==> src/rtl/rt_pkg.sv <==
package rt_pkg;

  localparam int NDIR = 4;

  typedef enum logic [1:0] {
    DIR_N = 2'd0,
    DIR_E = 2'd1,
    DIR_S = 2'd2,
    DIR_W = 2'd3
  } dir_e;

  localparam logic [2:0] TRAVEL_LOCAL = 3'd4;

  // Limit one offset component to the window radius.
  function automatic int clamp_off(input int v, input int r);
    if (v > r) return r;
    if (v < -r) return -r;
    return v;
  endfunction

  // Position slot inside the window, with the centre removed from the numbering.
  function automatic int win_slot(input int ox, input int oy, input int r);
    int w;
    int p;
    int c;
    w = 2 * r + 1;
    p = (oy + r) * w + (ox + r);
    c = r * w + r;
    return (p > c) ? p - 1 : p;
  endfunction

  // Directions the odd-even turn model and the no-reversal rule allow.
  function automatic logic [3:0] turn_ok(input logic [2:0] travel, input logic col_odd);
    logic [3:0] m;
    m = 4'b1111;
    if (!travel[2]) begin
      m[travel[1:0] ^ 2'b10] = 1'b0;
      if (travel[1:0] == DIR_E && !col_odd) begin
        m[DIR_N] = 1'b0;
        m[DIR_S] = 1'b0;
      end
      if ((travel[1:0] == DIR_N || travel[1:0] == DIR_S) && col_odd)
        m[DIR_W] = 1'b0;
    end
    return m;
  endfunction

  // Directions that shrink a (clamped) offset.
  function automatic logic [3:0] min_dirs(input int ox, input int oy);
    logic [3:0] m;
    m = 4'b0000;
    m[DIR_N] = (oy > 0);
    m[DIR_E] = (ox > 0);
    m[DIR_S] = (oy < 0);
    m[DIR_W] = (ox < 0);
    return m;
  endfunction

endpackage

==> src/rtl/rt_win_map.sv <==
module rt_win_map
  import rt_pkg::*;
#(
  parameter int MESH_K = 8,
  parameter int WIN    = 5,
  localparam int CBW   = $clog2(MESH_K),
  localparam int OW    = $clog2((WIN - 1) / 2 + 1) + 1
) (
  input  logic [CBW-1:0]       cur_x,
  input  logic [CBW-1:0]       cur_y,
  input  logic [CBW-1:0]       dst_x,
  input  logic [CBW-1:0]       dst_y,
  output logic signed [OW-1:0] ox,
  output logic signed [OW-1:0] oy,
  output logic [3:0]           min_mask,
  output logic [3:0]           edge_ok,
  output logic                 at_dest
);

  localparam int RAD = (WIN - 1) / 2;

  int dx_c;
  int dy_c;

  always_comb begin
    dx_c     = clamp_off(int'(dst_x) - int'(cur_x), RAD);
    dy_c     = clamp_off(int'(dst_y) - int'(cur_y), RAD);
    ox       = OW'(dx_c);
    oy       = OW'(dy_c);
    min_mask = min_dirs(dx_c, dy_c);
    at_dest  = (dx_c == 0) && (dy_c == 0);
    edge_ok[DIR_N] = (cur_y != CBW'(MESH_K - 1));
    edge_ok[DIR_E] = (cur_x != CBW'(MESH_K - 1));
    edge_ok[DIR_S] = (cur_y != '0);
    edge_ok[DIR_W] = (cur_x != '0);
  end

endmodule

==> src/rtl/rt_count_tbl.sv <==
module rt_count_tbl
  import rt_pkg::*;
#(
  parameter int WIN  = 5,
  parameter int CW   = 4,
  localparam int WW  = $clog2(WIN),
  localparam int OW  = $clog2((WIN - 1) / 2 + 1) + 1
) (
  input  logic                   clk,
  input  logic                   rst_n,
  input  logic                   we,
  input  logic [WW-1:0]          wx,
  input  logic [WW-1:0]          wy,
  input  logic [1:0]             wdir,
  input  logic [CW-1:0]          wcnt,
  input  logic signed [OW-1:0]   rd_ox,
  input  logic signed [OW-1:0]   rd_oy,
  output logic [NDIR-1:0][CW-1:0] rd_cnt
);

  localparam int RAD   = (WIN - 1) / 2;
  localparam int SLOTS = WIN * WIN - 1;
  localparam int ENT   = SLOTS * NDIR;
  localparam int IW    = $clog2(ENT);

  logic [CW-1:0] mem [ENT];

  logic          w_hit;
  logic [IW-1:0] w_idx;
  int            w_slot;
  int            r_slot;
  logic          r_center;

  always_comb begin
    w_hit  = we && (int'(wx) < WIN) && (int'(wy) < WIN) &&
             !((int'(wx) == RAD) && (int'(wy) == RAD));
    w_slot = win_slot(int'(wx) - RAD, int'(wy) - RAD, RAD);
    w_idx  = IW'(w_slot * NDIR + int'(wdir));
    r_slot   = win_slot(int'(rd_ox), int'(rd_oy), RAD);
    r_center = (rd_ox == '0) && (rd_oy == '0);
  end

  always_ff @(posedge clk) begin
    if (!rst_n) begin
      for (int i = 0; i < ENT; i++) mem[i] <= '0;
    end else if (w_hit) begin
      mem[w_idx] <= wcnt;
    end
  end

  for (genvar d = 0; d < NDIR; d++) begin : g_rd
    assign rd_cnt[d] = r_center ? '0 : mem[IW'(r_slot * NDIR + d)];
  end

endmodule

==> src/rtl/rt_cand_filter.sv <==
module rt_cand_filter
  import rt_pkg::*;
#(
  parameter int CW = 4
) (
  input  logic [NDIR-1:0][CW-1:0] cnt,
  input  logic [3:0]              min_mask,
  input  logic [3:0]              edge_ok,
  input  logic [3:0]              link_fault,
  input  logic                    at_dest,
  input  logic [2:0]              travel,
  input  logic                    col_odd,
  output logic [3:0]              mask,
  output logic                    detour
);

  logic [3:0] nz;
  logic [3:0] usable;
  logic [3:0] min_keep;
  logic [3:0] alt_keep;

  for (genvar d = 0; d < NDIR; d++) begin : g_nz
    assign nz[d] = (cnt[d] != '0);
  end

  always_comb begin
    usable   = nz & ~link_fault & edge_ok & turn_ok(travel, col_odd);
    min_keep = usable & min_mask;
    alt_keep = usable & ~min_mask;
    if (at_dest) begin
      mask   = 4'b0000;
      detour = 1'b0;
    end else if (min_keep != 4'b0000) begin
      mask   = min_keep;
      detour = 1'b0;
    end else begin
      mask   = alt_keep;
      detour = 1'b1;
    end
  end

endmodule

==> src/rtl/rt_cand_route.sv <==
module rt_cand_route
  import rt_pkg::*;
#(
  parameter int MESH_K = 8,
  parameter int WIN    = 5,
  parameter int CW     = 4,
  localparam int CBW   = $clog2(MESH_K),
  localparam int WW    = $clog2(WIN),
  localparam int OW    = $clog2((WIN - 1) / 2 + 1) + 1
) (
  input  logic           clk,
  input  logic           rst_n,
  input  logic           tbl_we,
  input  logic [WW-1:0]  tbl_wx,
  input  logic [WW-1:0]  tbl_wy,
  input  logic [1:0]     tbl_dir,
  input  logic [CW-1:0]  tbl_cnt,
  input  logic           hdr_valid,
  input  logic [CBW-1:0] cur_x,
  input  logic [CBW-1:0] cur_y,
  input  logic [CBW-1:0] dst_x,
  input  logic [CBW-1:0] dst_y,
  input  logic [2:0]     in_travel,
  input  logic [3:0]     link_fault,
  output logic           cand_valid,
  output logic [3:0]     cand_mask,
  output logic           cand_detour
);

  logic signed [OW-1:0]   ox;
  logic signed [OW-1:0]   oy;
  logic [3:0]             min_mask;
  logic [3:0]             edge_ok;
  logic                   at_dest;
  logic [NDIR-1:0][CW-1:0] cnt;
  logic [3:0]             nxt_mask;
  logic                   nxt_detour;

  rt_win_map #(.MESH_K(MESH_K), .WIN(WIN)) u_map (
    .cur_x(cur_x), .cur_y(cur_y), .dst_x(dst_x), .dst_y(dst_y),
    .ox(ox), .oy(oy), .min_mask(min_mask), .edge_ok(edge_ok), .at_dest(at_dest)
  );

  rt_count_tbl #(.WIN(WIN), .CW(CW)) u_tbl (
    .clk(clk), .rst_n(rst_n),
    .we(tbl_we), .wx(tbl_wx), .wy(tbl_wy), .wdir(tbl_dir), .wcnt(tbl_cnt),
    .rd_ox(ox), .rd_oy(oy), .rd_cnt(cnt)
  );

  rt_cand_filter #(.CW(CW)) u_filt (
    .cnt(cnt), .min_mask(min_mask), .edge_ok(edge_ok), .link_fault(link_fault),
    .at_dest(at_dest), .travel(in_travel), .col_odd(cur_x[0]),
    .mask(nxt_mask), .detour(nxt_detour)
  );

  always_ff @(posedge clk) begin
    if (!rst_n) begin
      cand_valid  <= 1'b0;
      cand_mask   <= 4'b0000;
      cand_detour <= 1'b0;
    end else begin
      cand_valid <= hdr_valid;
      if (hdr_valid) begin
        cand_mask   <= nxt_mask;
        cand_detour <= nxt_detour;
      end
    end
  end


  hdr_to_valid_chk: assert property (@(posedge clk) disable iff (!rst_n)
    hdr_valid |=> cand_valid);


  no_spurious_valid_chk: assert property (@(posedge clk) disable iff (!rst_n)
    !hdr_valid |=> !cand_valid);


  fault_excluded_chk: assert property (@(posedge clk) disable iff (!rst_n)
    hdr_valid |=> ((cand_mask & $past(link_fault)) == 4'b0000));


  detour_disjoint_chk: assert property (@(posedge clk) disable iff (!rst_n)
    hdr_valid |=> !(cand_detour && ((cand_mask & $past(min_mask)) != 4'b0000)));


  even_col_east_chk: assert property (@(posedge clk) disable iff (!rst_n)
    (hdr_valid && in_travel == {1'b0, DIR_E} && !cur_x[0]) |=>
      (!cand_mask[DIR_N] && !cand_mask[DIR_S]));


  north_edge_chk: assert property (@(posedge clk) disable iff (!rst_n)
    (hdr_valid && cur_y == CBW'(MESH_K - 1)) |=> !cand_mask[DIR_N]);


  at_dest_empty_chk: assert property (@(posedge clk) disable iff (!rst_n)
    (hdr_valid && cur_x == dst_x && cur_y == dst_y) |=>
      (cand_mask == 4'b0000 && !cand_detour));

endmodule

==> config.mk <==
export PLATFORM = sky130hd
export DESIGN_NAME = rt_cand_route
export DESIGN_NICKNAME = d
export VERILOG_FILES = /design/src/rtl/rt_pkg.sv /design/src/rtl/rt_win_map.sv /design/src/rtl/rt_count_tbl.sv /design/src/rtl/rt_cand_filter.sv /design/src/rtl/rt_cand_route.sv
export SDC_FILE = /design/constraint.sdc
export NUM_CORES = 1
export LEC_CHECK = 0
export ABC_AREA = 0
export BUFFER_PORTS_ARGS = -buffer_cell sky130_fd_sc_hd__buf_2
export CAP_MARGIN = 15
export CORE_AREA = 2 2 210 212
export CTS_BUF_LIST = sky130_fd_sc_hd__clkbuf_2 sky130_fd_sc_hd__clkbuf_4 sky130_fd_sc_hd__clkbuf_8
export DETAILED_ROUTE_END_ITERATION = 8
export DIE_AREA = 0 0 212 214
export MAX_ROUTING_LAYER = met4
export PLACE_DENSITY = 0.86
export SETUP_SLACK_MARGIN = 0.1
export SYNTH_ARGS = -nofsm -noshare
export SYNTH_HDL_FRONTEND = slang
export SYNTH_SLANG_ARGS = --single-unit
export TNS_END_PERCENT = 30
==> constraint.sdc <==
create_clock -name clk -period 14.6 [get_ports clk]
set_input_delay 2.92 -clock clk [delete_from_list [all_inputs] [get_ports clk]]
set_output_delay 2.92 -clock clk [all_outputs]
set_load 0.03 [all_outputs]
After elaboration in Yosys (flattened, before gate mapping). Memories as Yosys holds them, arrays and structs flattened. Index checks and enable logic that the tools add are counted.

Add/subtract/negate cells: 16. Multiply operators: 2. Div/mod/pow operators: 0. Order comparisons: 14. Equality and inequality tests: 6. Shift operators: 0. Multiplexer cells: 37. Bitwise operators: 9. Reduce and logical (&&, ||, !) cells: 25.

Operators with widths (number): 32-bit two-way mux (6); 32-bit by 3-bit adder with 32-bit output, second input constant (2); 32-bit by 1-bit > comparator with 1-bit output, second input constant (2); 32-bit by 3-bit > comparator with 1-bit output, second input constant (2); 32-bit by 5-bit > comparator with 1-bit output, second input constant (2); 32-bit logical NOT (2); 32-bit by 1-bit less-than comparator with 1-bit output, second input constant (2); 32-bit by 2-bit less-than comparator with 1-bit output, second input constant (2); 32-bit by 4-bit multiplier with 32-bit output, second input constant (2); 32-bit adder (1); 32-bit by 4-bit adder with 32-bit output (1); 4-bit two-way mux (8); 4-bit AND (5); 4-bit nonzero test (5); 1-bit two-way mux (17); 7-bit by 3-bit adder with 7-bit output, second input constant (2); 4-bit NOT (3); 5-bit two-way mux (2); 5-bit by 2-bit subtractor with 5-bit output, second input constant (2); 1-bit logical AND (9); 3-bit by 3-bit adder with 4-bit output, second input constant (2); 3-bit by 2-bit subtractor with 4-bit output, second input constant (2); 3-bit by 3-bit subtractor with 4-bit output (2); 7-bit by 2-bit adder with 7-bit output, second input constant (1); 18 further kinds (25).

Register bits after elaboration: 6. Latch bits: 0. Memory bits (writable): 384. ROM bits: 0. Output and inout port bits: 6. Memories: 1.

Memories: u_tbl.mem (words 96, bits a word 4, read ports 4, clocked after memory_dff 0, wr ports 96, line rt_count_tbl.sv:26) `logic [CW-1:0] mem [ENT];`.

Logic depth before layout (Yosys ltp). Gate-level depths: netlist (run 1). An unclocked memory read counts as a cell.

Word-level depth: 22. Gate-level depth with buffers: 33. Mapped depth without buffers: 30.

Cells and area by module. From an unflattened synthesis (run 1), not the netlist that was laid out.

Cell total of the unflattened synthesis: 2325. Area, all modules: 26391.6 um^2.

By module, submodules not included: rt_count_tbl (times used 1, cells an instance 2220, area each 25579.5 um^2, sequential area each 15374.7 um^2); rt_win_map (times used 1, cells an instance 47, area each 332.8 um^2, sequential area each 0.0 um^2); rt_cand_filter (times used 1, cells an instance 40, area each 259.0 um^2, sequential area each 0.0 um^2); rt_cand_route (times used 1, cells an instance 18, area each 220.2 um^2, sequential area each 120.1 um^2).

Worst setup path before layout (run 1). Ideal clock, no wire load.

Kind: in2reg. Start: in dst_y[0]. End: reg cand_mask[0]. Library setup time: 0.087 ns. Arrival: 9.494 ns. Setup slack: 5.019 ns. Cell stages on the path: 30. Cells stage by stage: inv_1 > ha_1 > inv_1 > fa_1 > nor3_1 > inv_1 > a21oi_1 > ha_1 > fa_1 > ha_1 > a211o_1 > nand2_1 > nand2_1 > a21o_1 > ha_1 > or4_1 > nor3_1 > a31oi_1 > nor2_1 > buf_2 > a31o_2 > buf_2 > a22oi_1 > o21ai_1 > mux2i_1 > o311a_1 > o2bb2a_1 > nand2b_1 > or3b_1 > o31ai_1.

Cells in the longest elaborated chain, start to end: 22. Elaborated cells on any way between the ends: 43.

RTL lines: start: declaration (line rt_cand_route.sv:22) `input logic [CBW-1:0] dst_y,`; 3-bit by 3-bit subtractor with 4-bit output (*) (line rt_win_map.sv:27) `dy_c = clamp_off(int'(dst_y) - int'(cur_y), RAD);`; 32-bit by 2-bit less-than comparator with 1-bit output or 32-bit by 3-bit > comparator with 1-bit output (tied branches) (line rt_pkg.sv:17, rt_pkg.sv:16); 1-bit two-way mux or 2-bit two-way mux (tied branches) (line rt_pkg.sv:17, rt_pkg.sv:16); 1-bit two-way mux or 32-bit two-way mux (tied branches) (line rt_pkg.sv:17) `if (v < -r) return -r;`; 32-bit two-way mux (line rt_pkg.sv:18) `return v;`; 32-bit two-way mux (*) (line rt_pkg.sv:17); 3-bit by 3-bit adder with 4-bit output (line rt_pkg.sv:27) `p = (oy + r) * w + (ox + r);`; 32-bit by 4-bit multiplier with 32-bit output (line rt_pkg.sv:27); [4 not listed]; memory read 96 x 4 bit; 4-bit two-way mux (line rt_count_tbl.sv:52) `assign rd_cnt[d] = r_center ? '0 : mem[IW'(r_slot * NDIR + d)];`; 4-bit nonzero test (line rt_cand_filter.sv:23) `assign nz[d] = (cnt[d] != '0);`; 4-bit AND (3 in series) (line rt_cand_filter.sv:27) `usable = nz & ~link_fault & edge_ok & turn_ok(travel, col_odd);`; 4-bit AND (line rt_cand_filter.sv:28) `min_keep = usable & min_mask;`; 4-bit nonzero test (line rt_cand_filter.sv:33) `end else if (min_keep != 4'b0000) begin`; 4-bit two-way mux (line rt_cand_filter.sv:33); 4-bit two-way mux (*) (line rt_cand_filter.sv:30) `if (at_dest) begin`; end signal: assignment (line rt_cand_route.sv:64) `cand_mask <= nxt_mask;`; end: declaration (line rt_cand_route.sv:26) `output logic [3:0] cand_mask,`.

Mark *: on every way between the ends. The rest lies on a longest branch, timed or not. The select of a mux whose other input is x is not followed. A chain may end at the register's enable or synchronous reset.

Final worst setup path (run 1).
Start: in cur_y[0]. End: reg cand_mask[0].

Cells in the longest elaborated chain, start to end: 22. Elaborated cells on any way between the ends: 45.

RTL lines: start: declaration (line rt_cand_route.sv:20) `input logic [CBW-1:0] cur_y,`; 3-bit by 3-bit subtractor with 4-bit output (line rt_win_map.sv:27); 32-bit by 2-bit less-than comparator with 1-bit output or 32-bit by 3-bit > comparator with 1-bit output (tied branches) (line rt_pkg.sv:17, rt_pkg.sv:16); 1-bit two-way mux or 2-bit two-way mux (tied branches) (line rt_pkg.sv:17, rt_pkg.sv:16); 1-bit two-way mux or 32-bit two-way mux (tied branches) (line rt_pkg.sv:17); 32-bit two-way mux (line rt_pkg.sv:18); 32-bit two-way mux (line rt_pkg.sv:17); 3-bit by 3-bit adder with 4-bit output (line rt_pkg.sv:27); 32-bit by 4-bit multiplier with 32-bit output (line rt_pkg.sv:27); [4 not listed]; memory read 96 x 4 bit; 4-bit two-way mux (line rt_count_tbl.sv:52); 4-bit nonzero test (line rt_cand_filter.sv:23); 4-bit AND (3 in series) (line rt_cand_filter.sv:27); 4-bit AND (line rt_cand_filter.sv:28); 4-bit nonzero test (line rt_cand_filter.sv:33); 4-bit two-way mux (line rt_cand_filter.sv:33); 4-bit two-way mux (*) (line rt_cand_filter.sv:30).

Marked as above.

==> out/qor.csv, run 1 <==
metric,value,unit
outcome,"finished, final reports clean",
CP required,15160,ps
Fillers,2965,
r2r endpoint,cand_mask[2],
Post-Route WL,64400,um
P per Cell Area,144,nW/um^2
Peak VDD IR,0.0990,mV
placed instance count,2745,
max_cap viols,0,
Nets,2376,
"Clk pin slew, worst setup/hold paths",60,ps
finished layout cell area,27800,um^2
"Cell Area, Placed",26300,um^2
final non-filler cell total,2880,
FF-to-FF Start,u_tbl.mem[109][0],
Worst Hold Launch,cand_detour,
worst setup margin,3480,ps
"flops & latches, synth",518,
Yosys cell types,104,
area delta synth->final,8.63,%
TritonCTS buffer count,76,
Synth warnings,0,
Worst Max-Slew Pin Slew,1160,ps
Die Height,214,um
crit path capture type,flop,
R2R cell count,12,
leading area contributor after synthesis,edfxtp_1,
GRT overflow,0,
r2r setup slk,11200,ps
CTS tree,yes,
n_diodes,0,
"Setup Fix Bufs, Post-CTS",0,
Post-CTS Resized,0,
Die X,212,um
Sink Count,518,
WHS Endpoint,cand_detour,
IO buf count,40,
xor and xnor area share after synthesis,0.801,%
Boundary Pins,41,
minimum clock period,11120,ps
worst clock skew,41.3,ps
worst slack at placement,3070,ps
Setup-failing EPs final,0,
initial antenna violation count,1,
"slowest stage delay, CP",940,ps
Leakage,9.13,nW
Compound-Gate Fraction of Synth Area,10.8,%
Post-synth EDFFs,512,
critical path class,input port to flop,
core footprint,42900,um^2
H-tree Lvls,3,
Root Buffer,clkbuf_8,
Synth top area share,60.0,%
CTS Hold Bufs,0,
Design Power,4.00,mW
Synth Area in Simple Gates,17.6,%
dpl hpwl,42400,um
1st-iter DRT viols,2468,
relative slew slack,21.9,%
# DRC,0,
Worst Setup Start Kind,input port,
initial core utilization,59.8,%
GP Congestion,0.963,
first-pass GRT wire length,98800,um
Syn Inst Count,2192,
"Seq/Total Area, Yosys",60.5,%
Crit. Startpoint,cur_y[0],
vias in the first global route,18200,
clk_lat worst skew,680,ps
DRT antenna net count,0,
largest net degree at the start of global routing,73,
synthesized cell area,25600,um^2
TNS Setup,0,ps
"Avg Cell Area, Syn",11.7,um^2
layout cells sized above 1,9.80,%
Initial DRT Pass Iterations,6,
Synth area leaders,"edfxtp_1 (60%), nor2_1 (5.7%), ha_1 (4.0%)",
"Top cell by count, worst path",ha_1,
critical path data arrival time,11680,ps
Final Cycle Share,76.1,%
Hold Crit Class,flop to flop,
mux share of post-synthesis cell area,1.87,%
"delay-heaviest family, CP",simple AND/OR/NAND/NOR gates,
Vias,18600,
ys flop type,edfxtp_1,
Peak Freq,90.0,MHz
RSZ-0062 raised after global routing,no,
main combinational cell family by area after synthesis,simple AND/OR/NAND/NOR gates,
CP bufs+invs,3,
commonest cells in the netlist,"edfxtp_1 (512), nor2_1 (390), nand2_1 (160)",
die area,45400,um^2
Max Fanout on Critical Path,33,
Via density,6.45,
wire length per cell,22.4,um
hold-critical path depth,2,
Worst path slowest cell,nor2_1,
All-Layer GR Usage,29.3,%
Final Hold Violating Endpoints,0,
adder-cell share of the synthesized area,5.49,%
most common cell in the netlist,edfxtp_1,
FP Rows,76,
Async SR Flop Fraction,0,%
CTS max path bufs,3,
Slew Limit Fails,0,
==> worst max path at each step <==
stage | cells after the start | to | slack (ps)
CTS | 28 | cand_mask[0] | 3690
floorplan | 30 | cand_mask[0] | 5020
detailed placement | 28 | cand_mask[0] | 3070
global placement | 28 | cand_mask[0] | 3390
global route | 28 | cand_mask[0] | 2880
finish | 28 | cand_mask[0] | 3480
==> state kept, by name, summed over array words and instances, names as in the netlist <==
register and count:
u_tbl.mem 512, cand_mask 4, cand_detour 1, cand_valid 1
==> cells by family after synthesis <==
kind of cell	after synthesis
flops	518
simple gates	931
xor+xnor	21
compound gates	398
buf+inv	175
other cells	2
fa+ha+maj	101
mux	46
==> layout by cell type (no fill, tap or decap), types with 31 or more instances in the layout <==
cell / Yosys / final
buf_2: 39 / 40
nor4_1: 100 / 100
nor2_1: 390 / 390
edfxtp_1: 512 / 512
nand2_1: 160 / 160
inv_1: 67 / 67
mux2i_1: 39 / 38
or4_1: 31 / 31
o21ai_0: 134 / 134
a21oi_1: 55 / 53
nor2b_1: 97 / 97
clkbuf_8: 0 / 77
ha_1: 82 / 82
==> metrics by stage <==
step / util (%) / hold WS (ps)
5_1_grt: 64.9 / 490
4_1_cts: 64.8 / 474
2_1_floorplan: - / 568
6_report: 64.9 / 474
3_5_place_dp: 61.4 / 466
3_3_place_gp: 61.4 / 446
==> final cells by class <==
type / instances / area (um^2) / share of cell area, %
clock inverter: 37 / 268 / 0.962
timing repair buffer: 63 / 413 / 1.48
multi-input combinational: 1512 / 9470 / 34.0
clock buffer: 96 / 1200 / 4.32
inverter: 69 / 259 / 0.930
tap: 585 / 732 / 2.63
sequential: 518 / 15500 / 55.7
==> worst register-to-register path, stage by stage (launching register included) <==
cell       delay, ps
edfxtp_1         360
nor4_1           850
and3_1           270
o22ai_1           80
o31ai_1          100
a211oi_1         120
o311a_1          190
a221o_1          280
a2111oi_2        430
nor3_1           140
a41oi_2          230
nand4b_1         120
a21boi_1         140
==> report_power, final <==
group	internal, mW	leakage, nW	switching, mW	total [mW]
Combinational	0.344	3.52	0.795	1.14
Sequential	1.70	4.84	0.0212	1.72
Clock	0.584	0.771	0.556	1.14
==> layer usage <==
| layer | up-vias | part of all wire [%] | track usage, % |
|---|---|---|---|
| met5 | - | 0 | - |
| met4 | 0 | 5.0 | 15.5 |
| met3 | 195 | 11 | 5.23 |
| met2 | 1174 | 48 | 45.7 |
| met1 | 8976 | 36 | 36.8 |
| li1 | 8244 | - | - |
No activity file was read; power rests on OpenSTA's default activity.
==> run 2: changes to the inputs <==
Settings changed: ABC_AREA 0 to 1, CORE_AREA 2 2 210 212 to 2 2 211 213, DIE_AREA 0 0 212 214 to 0 0 213 215, PLACE_DENSITY 0.86 to 0.87.
Clock period 14.6 ns to 9.7 ns, I/O delays scaled along.
==> run 2 against run 1 <==
Net effect:
- via count down 4.9%
- non-clock buffer count up 5
- register-to-register slack worse by 3800 ps
- first-iteration DRC count down 23%
- sequential power up 50%
- worst hold slack worse by 1.2 ps
- routed wire length down 12%
- critical path type unchanged
- highest routed layer unchanged
==> out/qor.csv, run 2 <==
metric,value,unit,change
outcome,"finished, final reports clean",,
dpl hpwl,36400,um,-14%
GRT overflow,0,,unchanged
critical path data arrival time,8900,ps,-2780 ps
Synth top area share,60.8,%,+0.82 points
CTS Hold Bufs,0,,unchanged
ys flop type,edfxtp_1,,
Synth warnings,0,,unchanged
minimum clock period,8350,ps,
"Seq/Total Area, Yosys",61.3,%,+0.83 points
TritonCTS buffer count,79,,+3.9%
Die X,213,um,+0.47%
Root Buffer,clkbuf_8,,
CTS tree,yes,,
largest net degree at the start of global routing,78,,+6.8%
Vias,17700,,-4.9%
worst clock skew,21.3,ps,-19.9 ps
initial antenna violation count,1,,unchanged
"Setup Fix Bufs, Post-CTS",0,,unchanged
Setup-failing EPs final,0,,unchanged
clk_lat worst skew,630,ps,-50 ps
core footprint,43600,um^2,+1.8%
Nets,2481,,+4.4%
"slowest stage delay, CP",440,ps,-500 ps
Final Cycle Share,86.0,%,
Worst path slowest cell,fa_1,,
Post-Route WL,56600,um,-12%
Max Fanout on Critical Path,34,,+3.0%
IO buf count,40,,unchanged
H-tree Lvls,3,,unchanged
Boundary Pins,41,,unchanged
Leakage,10.5,nW,+15%
GP Congestion,0.882,,-8.4%
Async SR Flop Fraction,0,%,unchanged
"commonest non-fill, non-tap cell in the layout",edfxtp_1,,
leading area contributor after synthesis,edfxtp_1,,
"Top cell by count, worst path",nand2_1,,
FF-to-FF Start,u_tbl.mem[54][0],,
hold-critical path depth,2,,unchanged
layout cells sized above 1,13.4,%,+3.6 points
worst slack at placement,830,ps,-2240 ps
Yosys cell types,58,,-44%
R2R cell count,12,,unchanged
Initial DRT Pass Iterations,6,,unchanged
Sink Count,518,,unchanged
Hold Crit Class,flop to flop,,
CP required,10250,ps,-4910 ps
1st-iter DRT viols,1900,,-23%
CTS max path bufs,3,,unchanged
Worst Max-Slew Pin Slew,1080,ps,-80.3 ps
# DRC,0,,unchanged
Syn Inst Count,2279,,+4.0%
r2r endpoint,cand_mask[1],,
max reg flops,512,,unchanged
first-pass GRT wire length,89400,um,-9.5%
relative slew slack,28.0,%,+6.1 points
DRT antenna net count,0,,unchanged
vias in the first global route,17900,,-1.7%
All-Layer GR Usage,25.9,%,-3.5 points
most common cell in the netlist,edfxtp_1,,
initial core utilization,57.9,%,-1.8 points
Peak Freq,120,MHz,
synthesized cell area,25300,um^2,-1.4%
"flops & latches, synth",518,,unchanged
Post-synth EDFFs,512,,unchanged
Post-CTS Resized,0,,unchanged
Biggest register,u_tbl.mem,,
"Avg Cell Area, Syn",11.1,um^2,-5.1%
RSZ-0062 raised after global routing,no,,
Top Registers,"u_tbl.mem: 512 flops, cand_mask: 4 flops",,
commonest cells in the netlist,"edfxtp_1 (512), nor2_1 (481), nand2_1 (365)",,
crit path capture type,flop,,
P per Cell Area,218,nW/um^2,+52%
Peak VDD IR,0.133,mV,+34%
wire length per cell,18.9,um,-16%
Final Hold Violating Endpoints,0,,unchanged
FP Rows,77,,+1.3%
"commonest cells after routing, fill and taps aside","edfxtp_1 (512), nor2_1 (481), nand2_1 (364), nand3_1 (181), or4_1 (128)",,
Worst Setup Start Kind,input port,,
Synth area leaders,"edfxtp_1 (61%), nor2_1 (7.1%), nand2_1 (5.4%)",,
"Clk pin slew, worst setup/hold paths",60,ps,about the same
max_cap viols,0,,unchanged
Die Height,215,um,+0.47%
worst setup margin,1350,ps,-2130 ps
Slew Limit Fails,0,,unchanged
Via density,5.90,,-8.6%
worst hold slack,473,ps,-1.19 ps
TNS Setup,0,ps,unchanged
area delta synth->final,8.93,%,
Worst Hold Launch,cand_mask[3],,
r2r setup slk,7360,ps,-3840 ps
critical path class,input port to flop,,
die area,45800,um^2,+0.94%
WHS Endpoint,cand_mask[3],,
[run 2: cell types whose count changed in the layout (fill, tap and decap cells not counted), sizes merged, moves of 19 or more]
cell / change
nor2: +104
nor3: -22
nand3: +223
nor4: -93
nand2: +218
a21o: -19
mux2i: -43
or4: +97
o211ai: -22
nor2b: -97
inv: +64
o21ai: -115
[run 2: routing by layer]
metal	global-route usage (%)	vias to the layer above	part of all wire [%]	wire length, um
li1	-	8075	-	-
met1	30.1	8390	36	20600
met2	43.4	1037	50	28400
met3	4.85	174	9.7	5480
met4	12.0	0	3.7	2110
met5	-	-	0	0
[run 2: worst max-delay path by stage]
stage                     slack, ps  cells past startpoint      endpoint     start
after floorplan                2080                     44  cand_mask[1]  cur_y[2]
after global placement         1030                     43  cand_mask[1]  cur_y[2]
after detailed placement        830                     43  cand_mask[0]  cur_y[2]
after CTS                      1470                     42  cand_mask[0]  cur_y[2]
after global routing            630                     46  cand_mask[1]  cur_y[2]
final                          1350                     44  cand_mask[1]  cur_y[2]
[run 2: report_power, final]
part | switching (mW) | internal [mW]
Clock | 0.805 | 0.922
Combinational | 1.24 | 0.451
Sequential | 0.0257 | 2.55
[run 2: cell type report]
cell class | instances | area (um^2)
multi-input combinational | 1538 | 8820
timing repair buffer | 68 | 450
sequential | 518 | 15500
clock buffer | 111 | 1350
antenna | 1 | 2.50
fill | 3167 | 16100
clock inverter | 27 | 144
tap | 592 | 741
inverter | 140 | 536
[run 2: worst max-delay path, delay by kind of cell]
kind / cells / cell delay (ps)
AND/OR/NAND/NOR: 28 / 3520
adder cells (fa/ha/maj): 7 / 2080
buffers and inverters: 6 / 700
AO/OA/AOI/OAI: 3 / 640
[run 2: logic make-up (layout without fill, tap and decap cells)]
| kind of cell | after synthesis | in the layout | synth area share, % |
|---|---|---|---|
| buffers and inverters | 236 | 346 | 4.15 |
| other | 2 | 16 | 0.0297 |
| DFF | 518 | 518 | 61.3 |
| AOI/OAI and AO/OA | 97 | 97 | 2.41 |
| xor gates and xnor gates | 39 | 39 | 1.43 |
| and+or+nand+nor | 1285 | 1285 | 25.1 |
| adders and majority gates | 101 | 101 | 5.56 |
| muxes | 1 | 1 | 0.0445 |
[run 2: per-stage QoR]
| step | utilization [%] | instances | total power, mW | instance area [um^2] |
|---|---|---|---|---|
| 6_report | 63.1 | 2995 | 6.00 | 27500 |
| 4_1_cts | 63.1 | 2994 | 5.97 | 27500 |
| 3_3_place_gp | 59.7 | 2856 | 4.21 | 26000 |
| 2_1_floorplan | - | 2292 | 3.77 | 25300 |
| 5_1_grt | 63.1 | 2995 | 6.24 | 27500 |
| 3_5_place_dp | 59.7 | 2856 | 4.27 | 26000 |
==> run 3: changes to the inputs <==
Settings changed: CORE_AREA 2 2 211 213 to 2 2 209 211, DIE_AREA 0 0 213 215 to 0 0 211 213, PLACE_DENSITY 0.87 to 0.86.
Clock period 9.7 ns to 8.4 ns, I/O delays scaled along.
==> run 3 against run 2 <==
Net effect:
- register-to-register slack got worse by 1300 ps
- die area fell by 1.9%
- sequential share of layout area shrank 0.24 points
- largest cell class unchanged
- global-route usage rose by 0.22 points
- clock power grew 15%
- worst hold slack about the same
- largest power group unchanged
- sequential cell count is the same
- critical endpoint unchanged
- final cell count shrank 1.3%
- utilization grew 1.7 points
- critical path depth stayed put
- cell area is 0.44% higher
- critical path type unchanged
- non-clock buffer count rose by 10
==> out/qor.csv, run 3 (synthesized netlist as in run 2, its figures left out) <==
metric,value,unit,change
"commonest cells after routing, fill and taps aside","edfxtp_1 (512), nor2_1 (481), nand2_1 (364), nand3_1 (181), or4_1 (128)",,
Top Registers,"u_tbl.mem: 512 flops, cand_mask: 4 flops",,
clk_lat worst skew,620,ps,about the same
max_cap viols,0,,unchanged
worst slack at placement,-6.46,ps,-836 ps
final non-filler cell total,2957,,-1.3%
Slew Limit Fails,0,,unchanged
CTS Hold Bufs,0,,unchanged
DRT antenna net count,0,,unchanged
GP Congestion,0.864,,-2.1%
Design Power,6.97,mW,+16%
Max Fanout on Critical Path,44,,+29%
Worst Setup Start Kind,input port,,
crit path capture type,flop,,
Die X,211,um,-0.94%
RSZ-0062 raised after global routing,no,,
"Clk pin slew, worst setup/hold paths",60,ps,about the same
GRT overflow,0,,unchanged
Worst Max-Slew Pin Slew,1180,ps,+98.2 ps
Die Height,213,um,-0.93%
Final Hold Violating Endpoints,0,,unchanged
IO buf count,40,,unchanged
Sink Count,518,,unchanged
Initial DRT Pass Iterations,5,,-1
outcome,"finished, final reports clean",,
Vias,17500,,-0.74%
Setup-failing EPs final,0,,unchanged
layout cells sized above 1,13.9,%,+0.54 points
All-Layer GR Usage,26.1,%,+0.22 points
placed instance count,2817,,-1.4%
minimum clock period,7730,ps,
worst setup margin,674,ps,-681 ps
max reg flops,512,,unchanged
H-tree Lvls,3,,unchanged
Worst path slowest cell,fa_1,,
Final Cycle Share,92.0,%,
Post-Route WL,56600,um,unchanged
"commonest non-fill, non-tap cell in the layout",edfxtp_1,,
CP required,8940,ps,-1310 ps
initial core utilization,59.2,%,+1.3 points
critical path class,input port to flop,,
1st-iter DRT viols,1938,,+2.0%
critical path data arrival time,8260,ps,-640 ps
Peak VDD IR,0.185,mV,+39%
largest net degree at the start of global routing,87,,+12%
finished layout cell area,27700,um^2,+0.44%
Peak Freq,129,MHz,
wire length per cell,19.1,um,+1.3%
die area,44900,um^2,-1.9%
TNS Setup,0,ps,unchanged
CTS tree,yes,,
core footprint,42700,um^2,-2.2%
r2r setup slk,6090,ps,-1270 ps
relative slew slack,21.5,%,-6.5 points
area of the multi-input gates,8840,um^2,+0.21%
TritonCTS buffer count,76,,-3.8%
initial antenna violation count,1,,unchanged
FP Rows,76,,-1.3%
worst clock skew,42.0,ps,+20.7 ps
CTS max path bufs,3,,unchanged
# DRC,0,,unchanged
first-pass GRT wire length,88400,um,-1.2%
"slowest stage delay, CP",430,ps,about the same
dpl hpwl,36700,um,+0.68%
Biggest register,u_tbl.mem,,
register area,15500,um^2,unchanged
Fillers,3029,,-4.4%
vias in the first global route,17400,,-2.7%
area delta synth->final,9.40,%,
Leakage,10.6,nW,+0.73%
P per Cell Area,252,nW/um^2,+16%
Hold Crit Class,flop to flop,,
"Cell Area, Placed",26100,um^2,+0.32%
Nets,2488,,+0.28%
Root Buffer,clkbuf_8,,
Via density,5.93,,+0.54%
Boundary Pins,41,,unchanged
## run 3: area by class of cell
cell class / count / area share (%)
well taps: 546 / 2.47
diodes: 1 / 0.00905
clock buffers: 105 / 4.66
flip-flops and latches: 518 / 56.0
repair buffers: 78 / 2.22
inverters: 140 / 1.95
multi-input cells: 1538 / 32.0
clock inverters: 31 / 0.724
## run 3: metrics by stage
step / utilization, % / hold slack [ps]
after global placement: 61.2 / 456
after floorplan: - / 591
after detailed placement: 61.2 / 466
final: 64.8 / 473
after CTS: 64.7 / 475
after global routing: 64.8 / 500
## run 3: worst paths after layout
kind	from	endpoint	depth (start not counted)
worst min-delay path	cand_mask[0]	cand_mask[0]	2
worst min register to register	cand_mask[0]	cand_mask[0]	2
worst max register to register	u_tbl.mem[90][0]	cand_mask[1]	12
worst max-delay path	dst_y[0]	cand_mask[1]	44
## run 3: worst max-delay path, delay by kind of cell
kind                     cells  cell delay (ps)
AND/OR/NAND/NOR             26             3170
XOR/XNOR                     1              160
buffers and inverters        7              770
adder cells (fa/ha/maj)      8             2190
AO/OA/AOI/OAI                2              270
## run 3: routing by layer
layer / vias up / routed length (um) / track usage (%)
li1: 8085 / - / -
met1: 8305 / 20800 / 30.9
met2: 993 / 28400 / 45.2
met3: 163 / 5440 / 4.16
met4: 0 / 1930 / 10.1
met5: - / 0 / -
## run 3: repair_timing
item                                    CTS  global route
gates resized for setup                   0             4
setup buffers                             0             3
endpoints found under the setup margin    0             5
## run 3: report_power, final
| group | switching, mW | total (mW) | internal, mW |
|---|---|---|---|
| Clock | 0.928 | 1.99 | 1.06 |
| Combinational | 1.41 | 2.01 | 0.594 |
| Sequential | 0.0303 | 2.98 | 2.95 |
| Total | 2.37 | 6.97 | 4.60 |
